<file path="src/rtl/isa_bridge_pkg.sv">
// Shared types and helpers for the host-to-ISA I/O bridge.
// Assumes a 32-bit host data path.
package isa_bridge_pkg;

    localparam int HOST_DW = 32;

    typedef enum logic [1:0] {
        SZ_BYTE = 2'd0,
        SZ_HALF = 2'd1,
        SZ_WORD = 2'd2,
        SZ_WORD_ALT = 2'd3
    } xfer_size_e;

    typedef enum logic [1:0] {
        ST_IDLE,
        ST_IO_WAIT,
        ST_ACK_FETCH,
        ST_RESPOND
    } bridge_state_e;

    // Keep only the bytes that the access size covers.
    function automatic logic [HOST_DW-1:0] zext_by_size(input logic [HOST_DW-1:0] d,
                                                        input logic [1:0] sz);
        logic [HOST_DW-1:0] r;
        case (sz)
            SZ_BYTE: r = {{(HOST_DW-8){1'b0}}, d[7:0]};
            SZ_HALF: r = {{(HOST_DW-16){1'b0}}, d[15:0]};
            default: r = d;
        endcase
        return r;
    endfunction

endpackage

</file>
<file path="src/rtl/isa_window_decode.sv">
// Address window decoder: classifies a host address as I/O window,
// acknowledge window or neither. Flags the vector slot of the acknowledge window.
// Assumes both windows are naturally aligned to their power-of-two spans.
module isa_window_decode #(
    parameter int ADDR_W = 32,
    parameter logic [ADDR_W-1:0] IO_BASE = 32'h8000_0000,
    parameter int IO_SPAN_LOG2 = 23,
    parameter logic [ADDR_W-1:0] ACK_BASE = 32'hBFFF_FFF0,
    parameter int ACK_SPAN_LOG2 = 2,
    parameter int SLOT_BITS = 4
) (
    input  logic [ADDR_W-1:0] addr,
    output logic              hit_io,
    output logic              hit_ack,
    output logic              ack_slot
);
    localparam logic [ADDR_W-IO_SPAN_LOG2-1:0] IO_TAG = IO_BASE[ADDR_W-1:IO_SPAN_LOG2];
    localparam logic [ADDR_W-ACK_SPAN_LOG2-1:0] ACK_TAG = ACK_BASE[ADDR_W-1:ACK_SPAN_LOG2];

    // Compare the upper address bits against each window's tag.
    always_comb begin
        hit_io   = (addr[ADDR_W-1:IO_SPAN_LOG2] == IO_TAG);
        hit_ack  = (addr[ADDR_W-1:ACK_SPAN_LOG2] == ACK_TAG);
        ack_slot = (addr[SLOT_BITS-1:0] == '0);
    end
endmodule

</file>
<file path="src/rtl/isa_port_xlate.sv">
// Port address translator: dense mode keeps the low address bits; sparse mode
// packs the low offset bits with one page number per 4 KB page.
// Assumes the sparse field widths fit in the port width.
module isa_port_xlate #(
    parameter int ADDR_W = 32,
    parameter int PORT_W = 16,
    parameter int SPARSE_KEEP = 5,
    parameter int PAGE_LSB = 12,
    parameter int PAGE_MSB = 22
) (
    input  logic              map_mode,
    input  logic [ADDR_W-1:0] addr,
    output logic [PORT_W-1:0] port
);
    localparam int PAGE_W   = PAGE_MSB - PAGE_LSB + 1;
    localparam int SPARSE_W = PAGE_W + SPARSE_KEEP;

    logic [PORT_W-1:0] dense_port;
    logic [PORT_W-1:0] sparse_port;

    assign dense_port = addr[PORT_W-1:0];

    generate
        if (SPARSE_W == PORT_W) begin : g_exact
            assign sparse_port = {addr[PAGE_MSB:PAGE_LSB], addr[SPARSE_KEEP-1:0]};
        end else begin : g_pad
            assign sparse_port = {{(PORT_W-SPARSE_W){1'b0}},
                                  addr[PAGE_MSB:PAGE_LSB], addr[SPARSE_KEEP-1:0]};
        end
    endgenerate

    // Select the translation named by the map mode.
    always_comb port = map_mode ? sparse_port : dense_port;
endmodule

</file>
<file path="src/rtl/isa_bridge_ctrl.sv">
// Transaction controller: accepts one host request at a time, issues the
// downstream access or the acknowledge fetch, and returns a one-cycle response.
// Assumes decode and translation inputs are valid in the cycle host_req is high.
module isa_bridge_ctrl
    import isa_bridge_pkg::*;
#(
    parameter int PORT_W = 16,
    parameter int VEC_W = 8
) (
    input  logic               clk,
    input  logic               rst_n,
    input  logic               host_req,
    input  logic               host_we,
    input  logic [1:0]         host_size,
    input  logic [HOST_DW-1:0] host_wdata,
    input  logic               hit_io,
    input  logic               hit_ack,
    input  logic               ack_slot,
    input  logic [PORT_W-1:0]  xlat_port,
    output logic               host_idle,
    output logic               host_ack,
    output logic               host_miss,
    output logic [HOST_DW-1:0] host_rdata,
    output logic               io_req,
    output logic               io_we,
    output logic [PORT_W-1:0]  io_port,
    output logic [1:0]         io_size,
    output logic [HOST_DW-1:0] io_wdata,
    input  logic [HOST_DW-1:0] io_rdata,
    input  logic               io_ready,
    output logic               iack_strobe,
    input  logic [VEC_W-1:0]   iack_vector
);
    bridge_state_e state;

    assign host_idle = (state == ST_IDLE);

    // Sequence each request through forward, fetch and respond phases.
    always_ff @(posedge clk) begin
        if (!rst_n) begin
            state       <= ST_IDLE;
            host_ack    <= 1'b0;
            host_miss   <= 1'b0;
            host_rdata  <= '0;
            io_req      <= 1'b0;
            io_we       <= 1'b0;
            io_port     <= '0;
            io_size     <= SZ_BYTE;
            io_wdata    <= '0;
            iack_strobe <= 1'b0;
        end else begin
            case (state)
                ST_IDLE: begin
                    host_ack   <= 1'b0;
                    host_miss  <= 1'b0;
                    host_rdata <= '0;
                    if (host_req) begin
                        if (hit_io) begin
                            io_req   <= 1'b1;
                            io_we    <= host_we;
                            io_port  <= xlat_port;
                            io_size  <= host_size;
                            io_wdata <= host_we ? host_wdata : '0;
                            state    <= ST_IO_WAIT;
                        end else if (hit_ack) begin
                            if (!host_we && ack_slot) begin
                                iack_strobe <= 1'b1;
                                state       <= ST_ACK_FETCH;
                            end else begin
                                host_ack <= 1'b1;
                                state    <= ST_RESPOND;
                            end
                        end else begin
                            host_ack  <= 1'b1;
                            host_miss <= 1'b1;
                            state     <= ST_RESPOND;
                        end
                    end
                end
                ST_IO_WAIT: begin
                    if (io_ready) begin
                        io_req     <= 1'b0;
                        host_ack   <= 1'b1;
                        host_rdata <= io_we ? '0 : zext_by_size(io_rdata, io_size);
                        state      <= ST_RESPOND;
                    end
                end
                ST_ACK_FETCH: begin
                    iack_strobe <= 1'b0;
                    host_ack    <= 1'b1;
                    host_rdata  <= HOST_DW'(iack_vector);
                    state       <= ST_RESPOND;
                end
                default: begin
                    host_ack   <= 1'b0;
                    host_miss  <= 1'b0;
                    host_rdata <= '0;
                    state      <= ST_IDLE;
                end
            endcase
        end
    end


    io_hold_chk: assert property (@(posedge clk) disable iff (!rst_n)
        io_req && !io_ready |=> io_req);


    io_stable_chk: assert property (@(posedge clk) disable iff (!rst_n)
        io_req && !io_ready |=> $stable(io_port) && $stable(io_size) && $stable(io_we));


    iack_pulse_chk: assert property (@(posedge clk) disable iff (!rst_n)
        iack_strobe |=> !iack_strobe && host_ack);


    miss_resp_chk: assert property (@(posedge clk) disable iff (!rst_n)
        host_miss |-> host_ack && host_rdata == '0);


    resp_excl_chk: assert property (@(posedge clk) disable iff (!rst_n)
        host_ack |-> !io_req && !iack_strobe);


    ack_single_chk: assert property (@(posedge clk) disable iff (!rst_n)
        host_ack |=> !host_ack);
endmodule

</file>
<file path="src/rtl/isa_io_bridge.sv">
// Host-to-ISA I/O window bridge top: wires the window decoder and port
// translator into the transaction controller.
// Assumes the host holds address, size and data stable while host_req is high.
module isa_io_bridge #(
    parameter int ADDR_W = 32,
    parameter int PORT_W = 16,
    parameter int VEC_W = 8,
    parameter logic [ADDR_W-1:0] IO_BASE = 32'h8000_0000,
    parameter int IO_SPAN_LOG2 = 23,
    parameter logic [ADDR_W-1:0] ACK_BASE = 32'hBFFF_FFF0,
    parameter int ACK_SPAN_LOG2 = 2
) (
    input  logic              clk,
    input  logic              rst_n,
    input  logic              map_mode,
    input  logic              host_req,
    input  logic              host_we,
    input  logic [ADDR_W-1:0] host_addr,
    input  logic [1:0]        host_size,
    input  logic [31:0]       host_wdata,
    output logic              host_idle,
    output logic              host_ack,
    output logic              host_miss,
    output logic [31:0]       host_rdata,
    output logic              io_req,
    output logic              io_we,
    output logic [PORT_W-1:0] io_port,
    output logic [1:0]        io_size,
    output logic [31:0]       io_wdata,
    input  logic [31:0]       io_rdata,
    input  logic              io_ready,
    output logic              iack_strobe,
    input  logic [VEC_W-1:0]  iack_vector
);
    localparam int PAGE_MSB = IO_SPAN_LOG2 - 1;

    logic              hit_io;
    logic              hit_ack;
    logic              ack_slot;
    logic [PORT_W-1:0] xlat_port;

    isa_window_decode #(
        .ADDR_W(ADDR_W), .IO_BASE(IO_BASE), .IO_SPAN_LOG2(IO_SPAN_LOG2),
        .ACK_BASE(ACK_BASE), .ACK_SPAN_LOG2(ACK_SPAN_LOG2), .SLOT_BITS(4)
    ) u_decode (
        .addr(host_addr), .hit_io(hit_io), .hit_ack(hit_ack), .ack_slot(ack_slot)
    );

    isa_port_xlate #(
        .ADDR_W(ADDR_W), .PORT_W(PORT_W), .SPARSE_KEEP(5),
        .PAGE_LSB(12), .PAGE_MSB(PAGE_MSB)
    ) u_xlate (
        .map_mode(map_mode), .addr(host_addr), .port(xlat_port)
    );

    isa_bridge_ctrl #(.PORT_W(PORT_W), .VEC_W(VEC_W)) u_ctrl (
        .clk(clk), .rst_n(rst_n),
        .host_req(host_req), .host_we(host_we), .host_size(host_size),
        .host_wdata(host_wdata),
        .hit_io(hit_io), .hit_ack(hit_ack), .ack_slot(ack_slot), .xlat_port(xlat_port),
        .host_idle(host_idle), .host_ack(host_ack), .host_miss(host_miss),
        .host_rdata(host_rdata),
        .io_req(io_req), .io_we(io_we), .io_port(io_port), .io_size(io_size),
        .io_wdata(io_wdata), .io_rdata(io_rdata), .io_ready(io_ready),
        .iack_strobe(iack_strobe), .iack_vector(iack_vector)
    );
endmodule

</file>
<file path="config.mk">
export PLATFORM = sky130hd
export DESIGN_NAME = isa_io_bridge
export DESIGN_NICKNAME = d
export VERILOG_FILES = /design/src/rtl/isa_bridge_pkg.sv /design/src/rtl/isa_window_decode.sv /design/src/rtl/isa_port_xlate.sv /design/src/rtl/isa_bridge_ctrl.sv /design/src/rtl/isa_io_bridge.sv
export SDC_FILE = /design/constraint.sdc
export NUM_CORES = 1
export LEC_CHECK = 0
export ABC_AREA = 1
export ABC_CLOCK_PERIOD_IN_PS = 4400
export BUFFER_PORTS_ARGS = -buffer_cell sky130_fd_sc_hd__buf_2
export CAP_MARGIN = 25
export CORE_ASPECT_RATIO = 1.2
export CORE_UTILIZATION = 48
export DETAILED_ROUTE_END_ITERATION = 12
export PLACE_DENSITY = 0.85
export SLEW_MARGIN = 30
export SYNTH_ARGS = -nofsm -noshare
export SYNTH_HDL_FRONTEND = slang
export SYNTH_SLANG_ARGS = --single-unit
</file>
<file path="constraint.sdc">
create_clock -name clk -period 4.4 [get_ports clk]
set_clock_uncertainty 0.2 [all_clocks]
set_input_delay 0 -clock clk [delete_from_list [all_inputs] [get_ports clk]]
set_output_delay 0 -clock clk [all_outputs]
set_load 0.03 [all_outputs]
</file>
* Word-level counts from Yosys, hierarchy flattened
Index checks and enable logic that the tools add are counted.
Word-level totals: register bits 89, bits in latches 0, memory bits (writable) 0, memory bits (read-only) 0, input bits 112, word-level logic and storage cells 64, memories kept 0
Cells by class: $add $sub $neg 0, $mul 0, divide/modulo/power cells 0, $lt $le $gt $ge 0, eq/ne operators 11, shifts and indexed selects 0, muxes and demuxes 31, bitwise gates (word level) 0, reductions and logical operators 12
Operator list (number):
- $pmux 32 s2 | 2
- $mux 32 | 3
- $eq 30x30->1 const B | 1
- $mux 1 | 17
- $mux 16 | 1
- $eq 9x9->1 const B | 1
- $mux 2 | 3
- $ne 2x1->1 const B | 3
- $ne 2x2->1 const B | 3
- $pmux 1 s2 | 3
- $pmux 2 s3 | 1
- $reduce_and 5->1 | 1
- $eq 2x1->1 const B | 2
- $logic_not 2->1 | 2
- $logic_not 4->1 | 1
- $reduce_and 4->1 | 1
- $reduce_bool 2->1 | 2
- $pmux 1 s3 | 1
- $reduce_and 3->1 | 1
- $eq 2x2->1 const B | 1
- $reduce_and 2->1 | 1
- $reduce_or 2->1 | 1
- $logic_and 1x1->1 | 1
- $logic_not 1->1 | 1

* Depth between registers and ports, before layout
Gate-level depths: netlist of run 1.
depth after elaboration 7, gate-level depth with buffers 11, depth with buffers taken out 11

* By module
From an unflattened synthesis of run 1, not the netlist that was laid out.
Unflattened totals: cells, all modules 532, area total of the unflattened synthesis 3777.4 µm²
By module, submodules not included:
- isa_bridge_ctrl | instances 1, cells each 448, area each 3413.3 µm², sequential area each 1781.7 µm²
- isa_port_xlate | instances 1, cells each 41, area each 183.9 µm², sequential area each 0.0 µm²
- isa_window_decode | instances 1, cells each 43, area each 180.2 µm², sequential area each 0.0 µm²

* Worst setup path after synthesis of run 1
No wires, ideal clock.
kind reg-to-reg, start point register u_ctrl.state[0], end point register u_ctrl.io_port[10], data arrival time 1.651 ns, data required time 4.068 ns, slack 2.417 ns, stages on the path, launching flop included 10, buffers on the path 2, clock period less this slack 1.983 ns, cells stage by stage dfxtp_1 inv_1 ha_1 clkbuf_1 nand2_1 nor2_2 inv_2 buf_2 nand2_1 a21oi_1
On the way: cells in the longest elaborated chain, start to end 2
Ends and longest elaborated chain:
- from (decl) | line isa_bridge_ctrl.sv:34 | bridge_state_e state;
- from (signal assigned) | line isa_bridge_ctrl.sv:41 | state <= ST_IDLE;
- from (signal assigned) | line isa_bridge_ctrl.sv:64 | state <= ST_IO_WAIT;
- from (signal assigned) | line isa_bridge_ctrl.sv:68 | state <= ST_ACK_FETCH;
- $logic_not 2->1
- named net host_idle | line isa_io_bridge.sv:21 | output logic host_idle,
- $reduce_and 3->1 (no line)
- to (signal assigned) | line isa_bridge_ctrl.sv:61 | io_port <= xlat_port;
- to (decl) | line isa_bridge_ctrl.sv:26 | output logic [PORT_W-1:0] io_port,
The timed path passes the listed nets, and every way through them passes these cells. A chain may end at the register's enable or synchronous reset.

* Worst setup path after layout of run 1
start point register u_ctrl.state[1], end point register u_ctrl.io_wdata[28]
On the way: cells in the longest elaborated chain, start to end 2
Ends and longest elaborated chain:
- $logic_not 2->1 | line isa_bridge_ctrl.sv:52 | case (state)
- $reduce_and 3->1 (no line)
- to (signal assigned) | line isa_bridge_ctrl.sv:63 | io_wdata <= host_we ? host_wdata : '0;
- to (decl) | line isa_bridge_ctrl.sv:28 | output logic [HOST_DW-1:0] io_wdata,
No other way between the ends.

==> results of run 1 <==
[worst max-delay path, stage by stage, from the launching register on]
cell	delay (ns)
dfxtp_1	0.35
inv_1	0.09
ha_1	0.34
nand2_1	0.20
nor2_4	0.52
buf_16	0.25
nand3_1	0.08
dlygate4sd3_1	0.58
a21oi_1	0.12
[through the flow]
| step | util [%] | worst slack [ns] | instances | power [µW] |
|---|---|---|---|---|
| 2_1_floorplan | - | 2.417 | 491 | 1197 |
| 3_3_place_gp | 63.84 | 1.852 | 752 | 1315 |
| 3_5_place_dp | 64.21 | 2.089 | 753 | 1331 |
| 4_1_cts | 83.05 | 1.683 | 887 | 2010 |
| 5_1_grt | 83.05 | 1.487 | 887 | 2134 |
| 6_report | 83.05 | 1.572 | 887 | 2032 |
[synth_stat cells (2+ instances only)]
cell type	count
nand2_1	151
dfxtp_1	89
a21oi_1	71
nand3_1	35
nor2_1	32
clkbuf_1	21
inv_1	21
a22oi_1	16
mux2_2	11
o21ai_1	10
buf_2	6
inv_2	6
ha_1	4
nand4_1	2
nor2_2	2
nor4_4	2
o21ai_0	2
or2_1	2
[layer usage]
layer	part of all wire [%]	vias to the layer above
met3	8.3	89
li1	-	2212
met1	37	2159
met5	0	-
met2	50	293
met4	5.5	0
[cell type report]
class | instances | area [µm²] | area share [%]
Timing Repair Buffer | 320 | 2220 | 36.32
Inverter | 28 | 105.1 | 1.720
Clock inverter | 5 | 53.80 | 0.8802
Sequential cell | 89 | 1782 | 29.15
Clock buffer | 11 | 151.4 | 2.477
Tap cell | 90 | 112.6 | 1.842
Multi-Input combinational cell | 344 | 1688 | 27.62
[power by group]
| group | internal, µW | total, µW | switching (µW) | leakage [µW] |
|---|---|---|---|---|
| clock network | 292 | 566 | 274 | 0.000109 |
| registers | 835 | 854 | 19.1 | 0.000718 |
| logic | 243 | 612 | 369 | 0.00198 |
[logic make-up after synthesis]
logic type / count (synthesis) / share of synthesized area (%)
buf+inv: 58 / 6.390
compound gates: 100 / 14.74
fa+ha+maj: 4 / 1.352
simple gates: 229 / 26.03
flops: 89 / 48.14
mux: 11 / 3.347
[state kept, by name, indices dropped and copies added (netlist names)]
name,flops
u_ctrl.io_req,1
u_ctrl.state,2
u_ctrl.io_wdata,32
u_ctrl.io_port,16
u_ctrl.host_rdata,32
u_ctrl.host_miss,1
u_ctrl.io_size,2
u_ctrl.io_we,1
u_ctrl.host_ack,1
u_ctrl.iack_strobe,1
[worst paths after layout]
path                        from                  end
max              u_ctrl.state[1]  u_ctrl.io_wdata[28]
min                 host_addr[9]     u_ctrl.host_miss
max reg2reg      u_ctrl.state[1]  u_ctrl.io_wdata[28]
min reg2reg  u_ctrl.io_wdata[11]  u_ctrl.io_wdata[11]
==> metrics.md, run 1 <==
| Metric | Value |
|---|---|
| Status | `finished, final reports clean` |
| Commonest non-fill, non-tap cells in the layout | `buf_2, nand2_1, dlygate4sd3_1` |
| Die X-Extent | `82.16 µm` |
| Max-cap violations | `0` |
| M1 GR Usage | `approximately two fifths` |
| Fin area | `0.006112 mm²` |
| Share of post-route cells with drive strength above 1 | `30.36%` |
| Global-route usage over all layers | `a little over a third` |
| Chip Height | `98.19 µm` |
| Vias in the first global route | `4781` |
| Post-Route Setup TNS | `0 ns` |
| Vias/cell | `5.359` |
| Slew @ Worst Pin | `0.8225 ns` |
| Initial antenna violation count | `0` |
| RSZ-0062 raised after global routing | `no` |
| CTS tree | `done` |
| Drt wl/cell | `about 16 µm` |
| FF-to-FF path depth | `8` |
| Pwr dens | `332.5 mW/mm²` |
| Hold path cells | `8` |
| Placer Congestion | `~0.9` |
| Final setup vio count | `0` |
| Min cycle time layout | `2.828 ns` |
| Slew headroom | `44.75%` |
| CTS resizes | `0` |
| P&R area growth vs syn | `65.15%` |
| GR Util met3 | `10.28%` |
| Synth Net Count | `607` |
| Vias post-DR | `4753` |
| Met2 Use GR | `61.98%` |
| Top cells by area, synth | `dfxtp_1, nand2_1, a21oi_1` |
| Initial drt markers | `293` |
| # hold bufs at CTS | `118` |
| Final period util | `64.26%` |
| Clock-pin slew on the worst setup and hold paths | `~0.080 ns` |
| Synth warn | `0` |
| Most common cell after layout, fill and taps aside | `buf_2` |
| Max clock buf depth | `2` |
| Syn Inst Count | `just under 500` |
| Number of synthesized flops with an enable pin | `0` |
| Starting Density | `50.29%` |
| Clk Latency, worst-skew pair | `0.34 ns` |
| Nets@finish | `908` |
| Fillers | `between 400 and 500` |
| Nature of the critical path endpoint | `flop` |
| Yosys top cell by area | `dfxtp_1` |
| ANT nets after route | `0` |
| Root buf cell | `clkbuf_8` |
| GRT overflow | `0` |
| Postcts setup bufs | `0` |
| Avg Cell Area, Syn | `7.538 µm²` |
| Ys async rst share | `0%` |
| VDD IR max | `0.0002719 V` |
| CTS H-tree depth | `3` |
| Final hold vios | `0` |
| DIE AREA | `0.008067 mm²` |
| Pre-Repair DR Iteration Count | `5` |
| Buffers on Ports | `199` |
| Core box area | `0.007360 mm²` |
| Yosys top cell area share | `around 48%` |
| Ys flop type | `dfxtp_1` |
| Max Slew Vio Count | `0` |
| FF-to-FF setup slack | `1.57 ns` |
| Fin Hold WS | `about 0.12 ns` |
| Synth cell types | `26` |
| Critical Path RT | `4.47 ns` |
| Max Freq | `353.7 MHz` |
| Mapped cell area | `0.003701 mm²` |
| Largest net degree at the start of global routing | `55` |
| Ant. Diodes | `0` |
| Startpoint type of the worst setup path | `flop` |
| Count of clock tree sinks | `89` |
| Leakage dissipation | `0.002804 µW` |
| Hpwl dp | `7636 µm` |
| Worst-path fanout max | `30` |
| Arrival @ worst endpoint | `2.90 ns` |
| Worst hold path class | `in2reg` |
| DRC | `0` |
| Seq cells post-synth | `~90` |
| DP Area | `0.004726 mm²` |
| Top Usage Layer GRT | `met2` |
| Seq/Total Area, Yosys | `a little under 50%` |
| Cts bufs inserted | `9` |
| Rows | `34` |
| WL final | `~14000 µm` |
| I/O Pins | `200` |
| First-pass GRT wire length | `~23000 µm` |
| Critical path class | `reg2reg` |
Power figures use the tool's default switching activity.
==> run 2, diff against run 1 <==
--- a/config.mk
+++ b/config.mk
@@ -5,14 +5,14 @@
 export SDC_FILE = /design/constraint.sdc
 export NUM_CORES = 1
 export LEC_CHECK = 0
-export ABC_AREA = 1
-export ABC_CLOCK_PERIOD_IN_PS = 4400
+export ABC_AREA = 0
+export ABC_CLOCK_PERIOD_IN_PS = 2500
 export BUFFER_PORTS_ARGS = -buffer_cell sky130_fd_sc_hd__buf_2
 export CAP_MARGIN = 25
 export CORE_ASPECT_RATIO = 1.2
-export CORE_UTILIZATION = 48
+export CORE_UTILIZATION = 41
 export DETAILED_ROUTE_END_ITERATION = 12
-export PLACE_DENSITY = 0.85
+export PLACE_DENSITY = 0.77
 export SLEW_MARGIN = 30
 export SYNTH_ARGS = -nofsm -noshare
 export SYNTH_HDL_FRONTEND = slang
==> constraint.sdc (replaced) <==
create_clock -name clk -period 2.5 [get_ports clk]
set_clock_uncertainty 0.2 [all_clocks]
set_input_delay 0 -clock clk [delete_from_list [all_inputs] [get_ports clk]]
set_output_delay 0 -clock clk [all_outputs]
set_load 0.03 [all_outputs]
==> metrics.md, run 2 <==
| Metric | Value |
|---|---|
| RSZ-0062 raised after global routing | `no` |
| Initial antenna violation count | `0` |
| Yosys top cell area share | `46.43%` |
| Biggest regs | `u_ctrl.host_rdata x32, u_ctrl.io_wdata x32, u_ctrl.io_port x16` |
| Root buf cell | `clkbuf_8` |
| Fin area | `0.006095 mm²` |
| Vias/cell | `5.107` |
| Pre-Repair DR Iteration Count | `5` |
| Max clock buf depth | `2` |
| Yosys top cell by area | `dfxtp_1` |
| Nets@finish | `813` |
| Area of the multi-input gates | `0.001823 mm²` |
| Critical path's top delay family | `buffers and inverters` |
| Buffers on Ports | `199` |
| Min cycle time layout | `2.333 ns` |
| DIE AREA | `0.009752 mm²` |
| Ys async rst share | `0%` |
| Mapped cell area | `~0.0038 mm²` |
| Number of synthesized flops with an enable pin | `0` |
| Rows | `38` |
| Clock-pin slew on the worst setup and hold paths | `around 0.09 ns` |
| CTS H-tree depth | `3` |
| Cell Chain, Critical Path | `inv_1 -> ha_1 -> nor2b_1 -> buf_4 -> a22o_1 -> dlygate4sd3_1 -> a22oi_1 -> nor2b_1` |
| Synth top cells by count | `dfxtp_1, nand2_1, a21boi_1, nor2b_1` |
| Share of post-route cells with drive strength above 1 | `33.19%` |
| Storage cell area | `0.001782 mm²` |
| Max Slew Vio Count | `0` |
| Worst path slowest cell | `dlygate4sd3_1` |
| GRT overflow | `0` |
| ANT nets after route | `0` |
| Postcts setup bufs | `0` |
| Avg Cell Area, Syn | `9.429 µm²` |
| Fillers | `693` |
| Ys flop type | `dfxtp_1` |
| Leakage dissipation | `0.002845 µW` |
| Final hold vios | `0` |
| Slowest stage delay, CP | `0.58 ns` |
| Vias in the first global route | `between 4000 and 5000` |
| FF-to-FF setup slack | `0.17 ns` |
| Initial drt markers | `183` |
| Commonest non-fill, non-tap cells in the layout | `buf_2, dlygate4sd3_1, dfxtp_1` |
| Count of clock tree sinks | `89` |
| Worst hold path class | `in2reg` |
| Critical Path RT | `about 2.6 ns` |
| Critical path buffers and inverters | `3` |
| Post-Route Setup TNS | `0 ns` |
| Starting Density | `about 42%` |
| Cts bufs inserted | `9` |
| Pwr dens | `about 550 mW/mm²` |
| Final setup vio count | `0` |
| DRC | `0` |
| DP Area | `between 0.004 and 0.005 mm²` |
| Arrival @ worst endpoint | `2.39 ns` |
| VDD IR max | `0.0002737 V` |
| Synth warn | `0` |
| Synth Net Count | `~520` |
| Die X-Extent | `90.32 µm` |
| Most common cell on crit path | `nor2b_1` |
| Clk Latency, worst-skew pair | `0.35 ns` |
| Vias post-DR | `between 4000 and 5000` |
| Max Freq | `428.6 MHz` |
| Hpwl dp | `7394 µm` |
| Largest net degree at the start of global routing | `52` |
| Status | `finished, final reports clean` |
| First-pass GRT wire length | `just under 20000 µm` |
| Chip Height | `108.0 µm` |
| Synth cell types | `41` |
| Syn Inst Count | `about 400` |
| Core box area | `0.009081 mm²` |
| Seq cells post-synth | `89` |
| Most common cell after layout, fill and taps aside | `buf_2` |
| Startpoint type of the worst setup path | `flop` |
| Global-route usage over all layers | `roughly a quarter` |
| Top cells by area, synth | `dfxtp_1, a21boi_1, a22oi_1` |
| Most frequent cell after synthesis | `dfxtp_1` |
| Worst-path fanout max | `8` |
| Dpl ws | `0.4521 ns` |
| Final period util | `93.33%` |
| Placer Congestion | `about 0.86` |
| Final WS setup | `about 0.17 ns` |
| CTS tree | `done` |
| Slew headroom | `45.49%` |
| Drt wl/cell | `roughly 15 µm` |
| Slew @ Worst Pin | `0.8176 ns` |
| WL final | `12650 µm` |
| Nature of the critical path endpoint | `flop` |
| Critical path class | `reg2reg` |
| Seq/Total Area, Yosys | `a little under half` |
| P&R area growth vs syn | `58.82%` |
| I/O Pins | `200` |
| Max-cap violations | `0` |
| Ant. Diodes | `0` |
==> run 2: changes by cell type after synthesis, sizes merged, moves of 4 or more <==
cell / before / now
a21boi: 0 / 41
mux2i: 0 / 11
buf: 9 / 15
a22o: 0 / 8
o21ai: 12 / 2
nand4: 2 / 6
nand2: 152 / 63
a22oi: 16 / 33
nor2b: 0 / 38
nor2: 34 / 4
a21oi: 71 / 0
mux2: 11 / 0
o211a: 1 / 12
inv: 27 / 5
==> run 2: layout make-up <==
| type | instances | area share [%] |
|---|---|---|
| Clock inverter | 6 | 0.7185 |
| Inverter | 5 | 0.3079 |
| Sequential cell | 89 | 29.23 |
| Clock buffer | 10 | 2.258 |
| Timing Repair Buffer | 314 | 35.11 |
| Tap cell | 120 | 2.464 |
| Multi-Input combinational cell | 278 | 29.91 |
==> run 2: through the flow <==
step | instances | hold WS (ns) | total power [µW] | utilization, %
3_5_place_dp | 699 | 0.04979 | 2255 | 53.32
2_1_floorplan | 407 | -0.06511 | 2009 | -
4_1_cts | 822 | 0.01249 | 3352 | 67.11
6_report | 822 | 0.05079 | 3348 | 67.11
3_3_place_gp | 699 | 0.05377 | 2237 | 53.32
5_1_grt | 822 | 0.05898 | 3501 | 67.11
==> run 2: worst register-to-register path, stage by stage, from the launching register on <==
cell and delay (ns):
dfxtp_1 0.39, inv_1 0.08, ha_1 0.21, nor2b_1 0.16, buf_4 0.17, a22o_1 0.22
dlygate4sd3_1 0.58, a22oi_1 0.16, nor2b_1 0.06
==> run 2: per-layer routing <==
metal / share of wire (%) / track usage, % / up-vias
li1: - / - / 2014
met1: 41 / 27.70 / 1971
met2: 50 / 45.53 / 167
met3: 4.6 / 4.079 / 46
met4: 4.1 / 15.67 / 0
met5: 0 / 0 / -
==> run 2: worst paths after layout <==
path,start,endpoint,cells past startpoint
worst min register to register,u_ctrl.io_wdata[21],u_ctrl.io_wdata[21],2
worst max register to register,u_ctrl.state[1],u_ctrl.host_rdata[1],8
worst min-delay path,io_ready,u_ctrl.host_rdata[14],5
worst max-delay path,u_ctrl.state[1],u_ctrl.host_rdata[1],8
==> run 2: cell families (layout without fill, tap and decap cells) <==
| group | after synthesis | count (layout) | share of synthesized area (%) |
|---|---|---|---|
| simple gates | 158 | 158 | 21.55 |
| compound gates | 105 | 105 | 21.72 |
| buf+inv | 40 | 335 | 6.130 |
| flops | 89 | 89 | 46.43 |
| mux | 11 | 11 | 2.869 |
| fa+ha+maj | 4 | 4 | 1.304 |
==> run 2: power breakdown <==
part / internal (µW) / total (µW) / switching, µW
Combinational: 450 / 940 / 490
Clock: 388 / 912 / 524
Sequential: 1460 / 1500 / 31.1
Total: 2300 / 3350 / 1050
==> run 2: timing repair <==
action,4_1_cts,5_1_grt
gates resized for setup,0,0
endpoints found under the setup margin,0,0
hold buffers,107,0
hold endpoints to repair,88,0
